===== src/rtl/xflow_pkg.sv =====
package xflow_pkg;

  localparam logic [1:0] MODE_OFF  = 2'b00;
  localparam logic [1:0] MODE_SET2 = 2'b01;
  localparam logic [1:0] MODE_SET1 = 2'b10;
  localparam logic [1:0] MODE_BOTH = 2'b11;

  // datapath -> control: comparator results and held state
  typedef struct packed {
    logic hitXon1;
    logic hitXon2;
    logic hitXoff1;
    logic hitXoff2;
    logic above;
    logic below;
    logic pending;
    logic kindXoff;
    logic xoffSent;
  } xfStatus_t;

  // control -> datapath: one-cycle strobes
  typedef struct packed {
    logic rxOff;
    logic pause;
    logic resume;
    logic store;
    logic setInt;
    logic reqXoff;
    logic reqXon;
    logic take;
    logic flush;
    logic useSet2;
  } xfStrobe_t;

endpackage


===== src/rtl/xflow_ctrl.sv =====
module xflow_ctrl
  import xflow_pkg::*;
(
  input  logic      cfgEnhanced,
  input  logic [1:0] cfgRxMode,
  input  logic [1:0] cfgTxMode,
  input  logic      cfgSpecialEn,
  input  logic      cfgIntEn,
  input  logic      cfgNineBit,
  input  logic      rxValid,
  input  logic      ctrlTaken,
  input  xfStatus_t st,
  output xfStrobe_t sb
);

  logic txActive;
  logic rxActive;
  logic xoffHit;
  logic xonHit;
  logic special;

  always_comb begin
    txActive = cfgEnhanced && !cfgNineBit &&
               (cfgTxMode == MODE_SET1 || cfgTxMode == MODE_SET2);
    rxActive = cfgEnhanced && !cfgNineBit && (cfgRxMode != MODE_OFF) &&
               (cfgRxMode != MODE_BOTH || txActive);
    xoffHit = 1'b0;
    xonHit  = 1'b0;
    if (rxActive) begin
      unique case (cfgRxMode)
        MODE_SET2: begin xoffHit = st.hitXoff2; xonHit = st.hitXon2; end
        MODE_SET1: begin xoffHit = st.hitXoff1; xonHit = st.hitXon1; end
        MODE_BOTH: begin
          xoffHit = st.hitXoff1 || st.hitXoff2;
          xonHit  = st.hitXon1 || st.hitXon2;
        end
        default: begin xoffHit = 1'b0; xonHit = 1'b0; end
      endcase
    end
    special = cfgEnhanced && cfgSpecialEn && rxValid && st.hitXoff2;

    sb.rxOff   = !rxActive;
    sb.pause   = rxValid && xoffHit;
    sb.resume  = rxValid && xonHit && !xoffHit;
    sb.store   = rxValid && (!(xoffHit || xonHit) || special);
    sb.setInt  = special && cfgIntEn;
    sb.flush   = !txActive;
    sb.reqXoff = txActive && !st.pending && !st.xoffSent && st.above;
    sb.reqXon  = txActive && !st.pending && st.xoffSent && st.below;
    sb.take    = st.pending && ctrlTaken;
    sb.useSet2 = (cfgTxMode == MODE_SET2);
  end

endmodule


===== src/rtl/xflow_datapath.sv =====
module xflow_datapath
  import xflow_pkg::*;
#(
  parameter int CHAR_W = 8,
  parameter int LVL_W  = 8
) (
  input  logic              clk,
  input  logic              rstN,
  input  logic [CHAR_W-1:0] xon1,
  input  logic [CHAR_W-1:0] xon2,
  input  logic [CHAR_W-1:0] xoff1,
  input  logic [CHAR_W-1:0] xoff2,
  input  logic [LVL_W-1:0]  hiThresh,
  input  logic [LVL_W-1:0]  loThresh,
  input  logic [LVL_W-1:0]  fifoLevel,
  input  logic              rxValid,
  input  logic [CHAR_W-1:0] rxData,
  input  logic              intRead,
  input  xfStrobe_t         sb,
  output xfStatus_t         st,
  output logic              dataEnable,
  output logic              ctrlReq,
  output logic [CHAR_W-1:0] ctrlChar,
  output logic              rxStore,
  output logic [CHAR_W-1:0] rxByte,
  output logic              specialInt
);

  localparam int NUM_CHARS = 4;

  logic [CHAR_W-1:0] charTab [NUM_CHARS];
  logic [NUM_CHARS-1:0] hit;
  logic paused;
  logic pending;
  logic kindXoff;
  logic xoffSent;
  logic intPend;

  assign charTab[0] = xon1;
  assign charTab[1] = xon2;
  assign charTab[2] = xoff1;
  assign charTab[3] = xoff2;

  for (genvar i = 0; i < NUM_CHARS; i++) begin : g_cmp
    assign hit[i] = (rxData == charTab[i]);
  end

  always_comb begin
    st.hitXon1  = hit[0];
    st.hitXon2  = hit[1];
    st.hitXoff1 = hit[2];
    st.hitXoff2 = hit[3];
    st.above    = fifoLevel > hiThresh;
    st.below    = fifoLevel < loThresh;
    st.pending  = pending;
    st.kindXoff = kindXoff;
    st.xoffSent = xoffSent;
  end

  always_ff @(posedge clk or negedge rstN) begin
    if (!rstN) begin
      paused   <= 1'b0;
      pending  <= 1'b0;
      kindXoff <= 1'b0;
      xoffSent <= 1'b0;
      intPend  <= 1'b0;
      rxStore  <= 1'b0;
      rxByte   <= '0;
    end else begin
      if (sb.rxOff)       paused <= 1'b0;
      else if (sb.pause)  paused <= 1'b1;
      else if (sb.resume) paused <= 1'b0;

      if (sb.flush) begin
        pending  <= 1'b0;
        xoffSent <= 1'b0;
      end else if (sb.take) begin
        pending  <= 1'b0;
        xoffSent <= kindXoff;
      end else if (sb.reqXoff) begin
        pending  <= 1'b1;
        kindXoff <= 1'b1;
      end else if (sb.reqXon) begin
        pending  <= 1'b1;
        kindXoff <= 1'b0;
      end

      if (sb.setInt)     intPend <= 1'b1;
      else if (intRead)  intPend <= 1'b0;

      rxStore <= sb.store;
      if (rxValid) rxByte <= rxData;
    end
  end

  always_comb begin
    dataEnable = !paused && !pending;
    ctrlReq    = pending;
    specialInt = intPend;
    if (kindXoff) ctrlChar = sb.useSet2 ? xoff2 : xoff1;
    else          ctrlChar = sb.useSet2 ? xon2 : xon1;
  end

endmodule


===== src/rtl/xflow_engine.sv =====
module xflow_engine
  import xflow_pkg::*;
#(
  parameter int CHAR_W = 8,
  parameter int LVL_W  = 8
) (
  input  logic              clk,
  input  logic              rstN,
  input  logic              cfgEnhanced,
  input  logic [1:0]        cfgRxMode,
  input  logic [1:0]        cfgTxMode,
  input  logic              cfgSpecialEn,
  input  logic              cfgIntEn,
  input  logic              cfgNineBit,
  input  logic [CHAR_W-1:0] xon1,
  input  logic [CHAR_W-1:0] xon2,
  input  logic [CHAR_W-1:0] xoff1,
  input  logic [CHAR_W-1:0] xoff2,
  input  logic [LVL_W-1:0]  hiThresh,
  input  logic [LVL_W-1:0]  loThresh,
  input  logic [LVL_W-1:0]  fifoLevel,
  input  logic              rxValid,
  input  logic [CHAR_W-1:0] rxData,
  input  logic              ctrlTaken,
  input  logic              intRead,
  output logic              dataEnable,
  output logic              ctrlReq,
  output logic [CHAR_W-1:0] ctrlChar,
  output logic              rxStore,
  output logic [CHAR_W-1:0] rxByte,
  output logic              specialInt
);

  xfStatus_t st;
  xfStrobe_t sb;

  xflow_ctrl u_ctrl (
    .cfgEnhanced (cfgEnhanced),
    .cfgRxMode   (cfgRxMode),
    .cfgTxMode   (cfgTxMode),
    .cfgSpecialEn(cfgSpecialEn),
    .cfgIntEn    (cfgIntEn),
    .cfgNineBit  (cfgNineBit),
    .rxValid     (rxValid),
    .ctrlTaken   (ctrlTaken),
    .st          (st),
    .sb          (sb)
  );

  xflow_datapath #(.CHAR_W(CHAR_W), .LVL_W(LVL_W)) u_dp (
    .clk       (clk),
    .rstN      (rstN),
    .xon1      (xon1),
    .xon2      (xon2),
    .xoff1     (xoff1),
    .xoff2     (xoff2),
    .hiThresh  (hiThresh),
    .loThresh  (loThresh),
    .fifoLevel (fifoLevel),
    .rxValid   (rxValid),
    .rxData    (rxData),
    .intRead   (intRead),
    .sb        (sb),
    .st        (st),
    .dataEnable(dataEnable),
    .ctrlReq   (ctrlReq),
    .ctrlChar  (ctrlChar),
    .rxStore   (rxStore),
    .rxByte    (rxByte),
    .specialInt(specialInt)
  );

endmodule


===== config.mk =====
export PLATFORM = sky130hd
export DESIGN_NAME = xflow_engine
export DESIGN_NICKNAME = d
export VERILOG_FILES = /design/src/rtl/xflow_pkg.sv /design/src/rtl/xflow_ctrl.sv /design/src/rtl/xflow_datapath.sv /design/src/rtl/xflow_engine.sv
export SDC_FILE = /design/constraint.sdc
export NUM_CORES = 1
export LEC_CHECK = 0
export ABC_AREA = 1
export BUFFER_PORTS_ARGS = -buffer_cell sky130_fd_sc_hd__buf_2
export CAP_MARGIN = 15
export CORE_MARGIN = 5
export CORE_UTILIZATION = 45
export DETAILED_ROUTE_END_ITERATION = 10
export GPL_TIMING_DRIVEN = 1
export PLACE_DENSITY = 0.81
export SETUP_SLACK_MARGIN = 0.05
export SLEW_MARGIN = 10
export SYNTH_ARGS = -nofsm -noshare
export SYNTH_HDL_FRONTEND = slang
export SYNTH_SLANG_ARGS = --single-unit

===== constraint.sdc =====
create_clock -name clk -period 1.6 [get_ports clk]
set_input_delay 0.32 -clock clk [delete_from_list [all_inputs] [get_ports clk]]
set_output_delay 0.32 -clock clk [all_outputs]
set_load 0.1 [all_outputs]

==> impl_metrics.tcl <==
set metrics [dict create \
    area_growth_pct 66.1 \
    synth-async-reset-ratio_pct 100 \
    min_path_type "in -> reg" \
    p_clk_share_pct 11.1 \
    cts.sinks 14 \
    final_nets 490 \
    yosysWarnings 0 \
    crit_path_max_incr_delay_ns 0.25 \
    hold_viol 0 \
    worstPathRequired_ns 1.28 \
    cp-end-kind "output pin" \
    ios 97 \
    drt_wl_total_um 5950 \
    initial_core_util_pct 47.1 \
    p_per_area_nw_per_um2 922 \
    holdWs_ns 0.273 \
    switching_share_pct 51.7 \
    grt_overflow_total 0 \
    r2r_start "u_dp.ctrlReq$_DFFE_PN0P_" \
    setup_ws_ns -0.0672 \
    diodes 0 \
    grt_setup_unrepaired "yes" \
    cts_tree "built" \
    synthCells 288 \
    rows 22 \
    crit_top_cell "buf_12" \
    syn-num-nets 381 \
    status "complete, but fails checks" \
    tightestPinTransition_ns 0.493 \
    ys_seq_area_share_pct 20.0 \
    arrival_ns 1.35 \
    grt_pass1_wl_um 9520 \
    cap_viol_max_count 0 \
    fin_setup_tns_ns -0.421 \
    core_area_um2 3720 \
    r2r_cells 5 \
    post_dp_cell_area_um2 2630 \
    clockBufferDepth 2 \
    ant_nets 0 \
    crit_start "cfgTxMode[1]" \
    clock_skew_ns 0.000217 \
    drt_iter0_markers 87 \
    clk_latency_ns 0.24 \
    synth_ff_type "dfrtp_1" \
    htreeDepth 1 \
    drive_above_1_share_pct 41.4 \
    path_max_fanout 5 \
    syn_avg_cell_area_um2 6.08 \
    fin_area_um2 2910 \
    p_comb_share_pct 73.6 \
    p_int_mw 1.30 \
    slew_violations 0 \
    vias 2184 \
    crit_end "ctrlChar[2]" \
    path_buf_inv 4 \
    p_leak_nw 1.55 \
    path_cells "buf_12, inv_12, ha_4, buf_8, o21ai_4, o22ai_4, buf_12" \
    synth_cell_type_count 27 \
    period_share_pct 104 \
    antenna_found_initial 0 \
    setup_violations 8 \
    cpLargestDelayFamily "buffers and inverters" \
    grt_pass1_vias 2131 \
    synth_edf_count 0 \
    grt.total_usage_pct 22.5 \
    crit_cells 7 \
    syn_area_um2 1750 \
    die_w_um 72.4 \
    io_buffers 96 \
    root_buffer "clkbuf_8" \
    place_hpwl_um 4700 \
    slew_headroom_pct 67.3 \
    grt_max_degree 17 \
    drtPass1Iterations 4 \
    dieArea_um2 5240 \
    ff2ff_setup_slack_ns 0.47 \
    cp_slowest_cell "ha_4" \
    pwr-share-seq_pct 15.3 \
    remaining_drc_errors 0 \
    r2r-end "u_dp.kindXoff$_DFFE_PN0P_" \
    synth-seq-cells 14 \
    crit_type "in -> out" \
    fmax_ghz 0.600 \
    place_ws_ns -0.146 \
    netSwitchingPower_mw 1.38 \
    mostFrequentLayoutCells "buf_2, nand2_1, inv_1, nor2_1, ha_1" \
    wl_per_cell_um 13.4 \
    viasPerCell 4.92 \
    final.min_clock_period_ns 1.67 \
    startpoint_type "primary input" \
    ir_drop_mv 0.933 \
    mostFrequentLayoutCell "buf_2" \
    finalWeightedCongestion 0.952 \
    layout.filler_cells 283 \
    clk_pin_slew_ns 0.06 \
    numCtsBuffers 3 \
    fp.dieH_um 72.4 \
    violations "negative setup slack" \
]
-- worst min-delay path by stage --
stage                 start                     endpoint  slack (ns)  cells after the start
global placement       rstN  u_dp.specialInt$_DFFE_PN0P_        0.22                      1
CTS                 intRead  u_dp.specialInt$_DFFE_PN0P_        0.27                      2
detailed placement     rstN  u_dp.specialInt$_DFFE_PN0P_        0.22                      1
finish              intRead  u_dp.specialInt$_DFFE_PN0P_        0.27                      2
floorplan              rstN     u_dp.ctrlReq$_DFFE_PN0P_        0.02                      0
global route        intRead  u_dp.specialInt$_DFFE_PN0P_        0.29                      2
-- layout make-up --
cell class	instances	area [um2]	area share, %
clock buffer	4	45.0	1.55
inverter	55	229	7.87
multi-input combinational	212	1450	49.8
sequential	14	352	12.1
tap	48	60.1	2.07
timing repair buffer	109	759	26.1
timing repair inverter	2	15.0	0.516
-- power groups by stage --
stage	Combinational, mW	Sequential [mW]	Clock (mW)
detailed placement	1.78	0.412	0
global route	2.08	0.415	0.316
global placement	1.76	0.412	0
finish	1.97	0.410	0.298
CTS	1.94	0.410	0.301
floorplan	1.07	0.566	0
-- cells in the mapped netlist, types with 2 or more instances --
cell,instances,share of area (%)
o22ai_1,3,1.1
xor2_1,7,3.5
buf_6,3,1.9
inv_2,3,0.64
a21oi_1,17,4.9
nor2_1,28,6.0
o21ai_0,31,8.9
ha_1,16,11
o21a_1,2,0.86
dfrtp_1,14,20
o211ai_1,2,0.86
nand2_1,76,16
nand3_1,9,2.6
nand4_1,5,1.8
xnor2_1,6,3.0
inv_1,52,11
clkbuf_1,4,0.86
-- layer usage --
metal	routed length [um]	vias up	part of all wire (%)	global-route usage (%)
met2	3030	75	51	39.5
li1	-	1137	-	-
met1	2390	963	40	28.4
met3	425	9	7.1	3.05
met5	0	-	0	0
met4	108	0	1.8	6.97
-- state kept, by name (all words and copies together) (netlist names) --
name and flops:
u_dp.rxByte 8, u_dp.ctrlReq 1, u_dp.kindXoff 1, u_dp.paused 1, u_dp.rxStore 1, u_dp.specialInt 1, u_dp.xoffSent 1
-- stage by stage --
step	utilization (%)	cells	power [mW]
4_1_cts	77.3	444	2.65
3_5_place_dp	70.6	434	2.19
3_3_place_gp	70.6	434	2.18
5_1_grt	78.2	444	2.81
2_1_floorplan	-	288	1.64
6_report	78.2	444	2.68
-- timing repair --
| action | CTS | global route |
|---|---|---|
| endpoints found under the setup margin | 8 | 8 |
| pin swaps | 9 | 3 |
| setup buffers | 2 | 0 |
| resized for setup | 41 | 5 |
| endpoints found under the hold margin | 14 | 0 |
| hold buffers | 1 | 0 |
| gates cloned | 3 | 0 |
-- cells by family after synthesis --
family | after synthesis | synth area share [%]
AOI/OAI and AO/OA | 60 | 18.7
and+or+nand+nor | 123 | 28.8
adders and majority gates | 16 | 11.4
xor gates and xnor gates | 13 | 6.50
DFF | 14 | 20.0
buffers and inverters | 62 | 14.6
(Power assumes the default switching activity.)
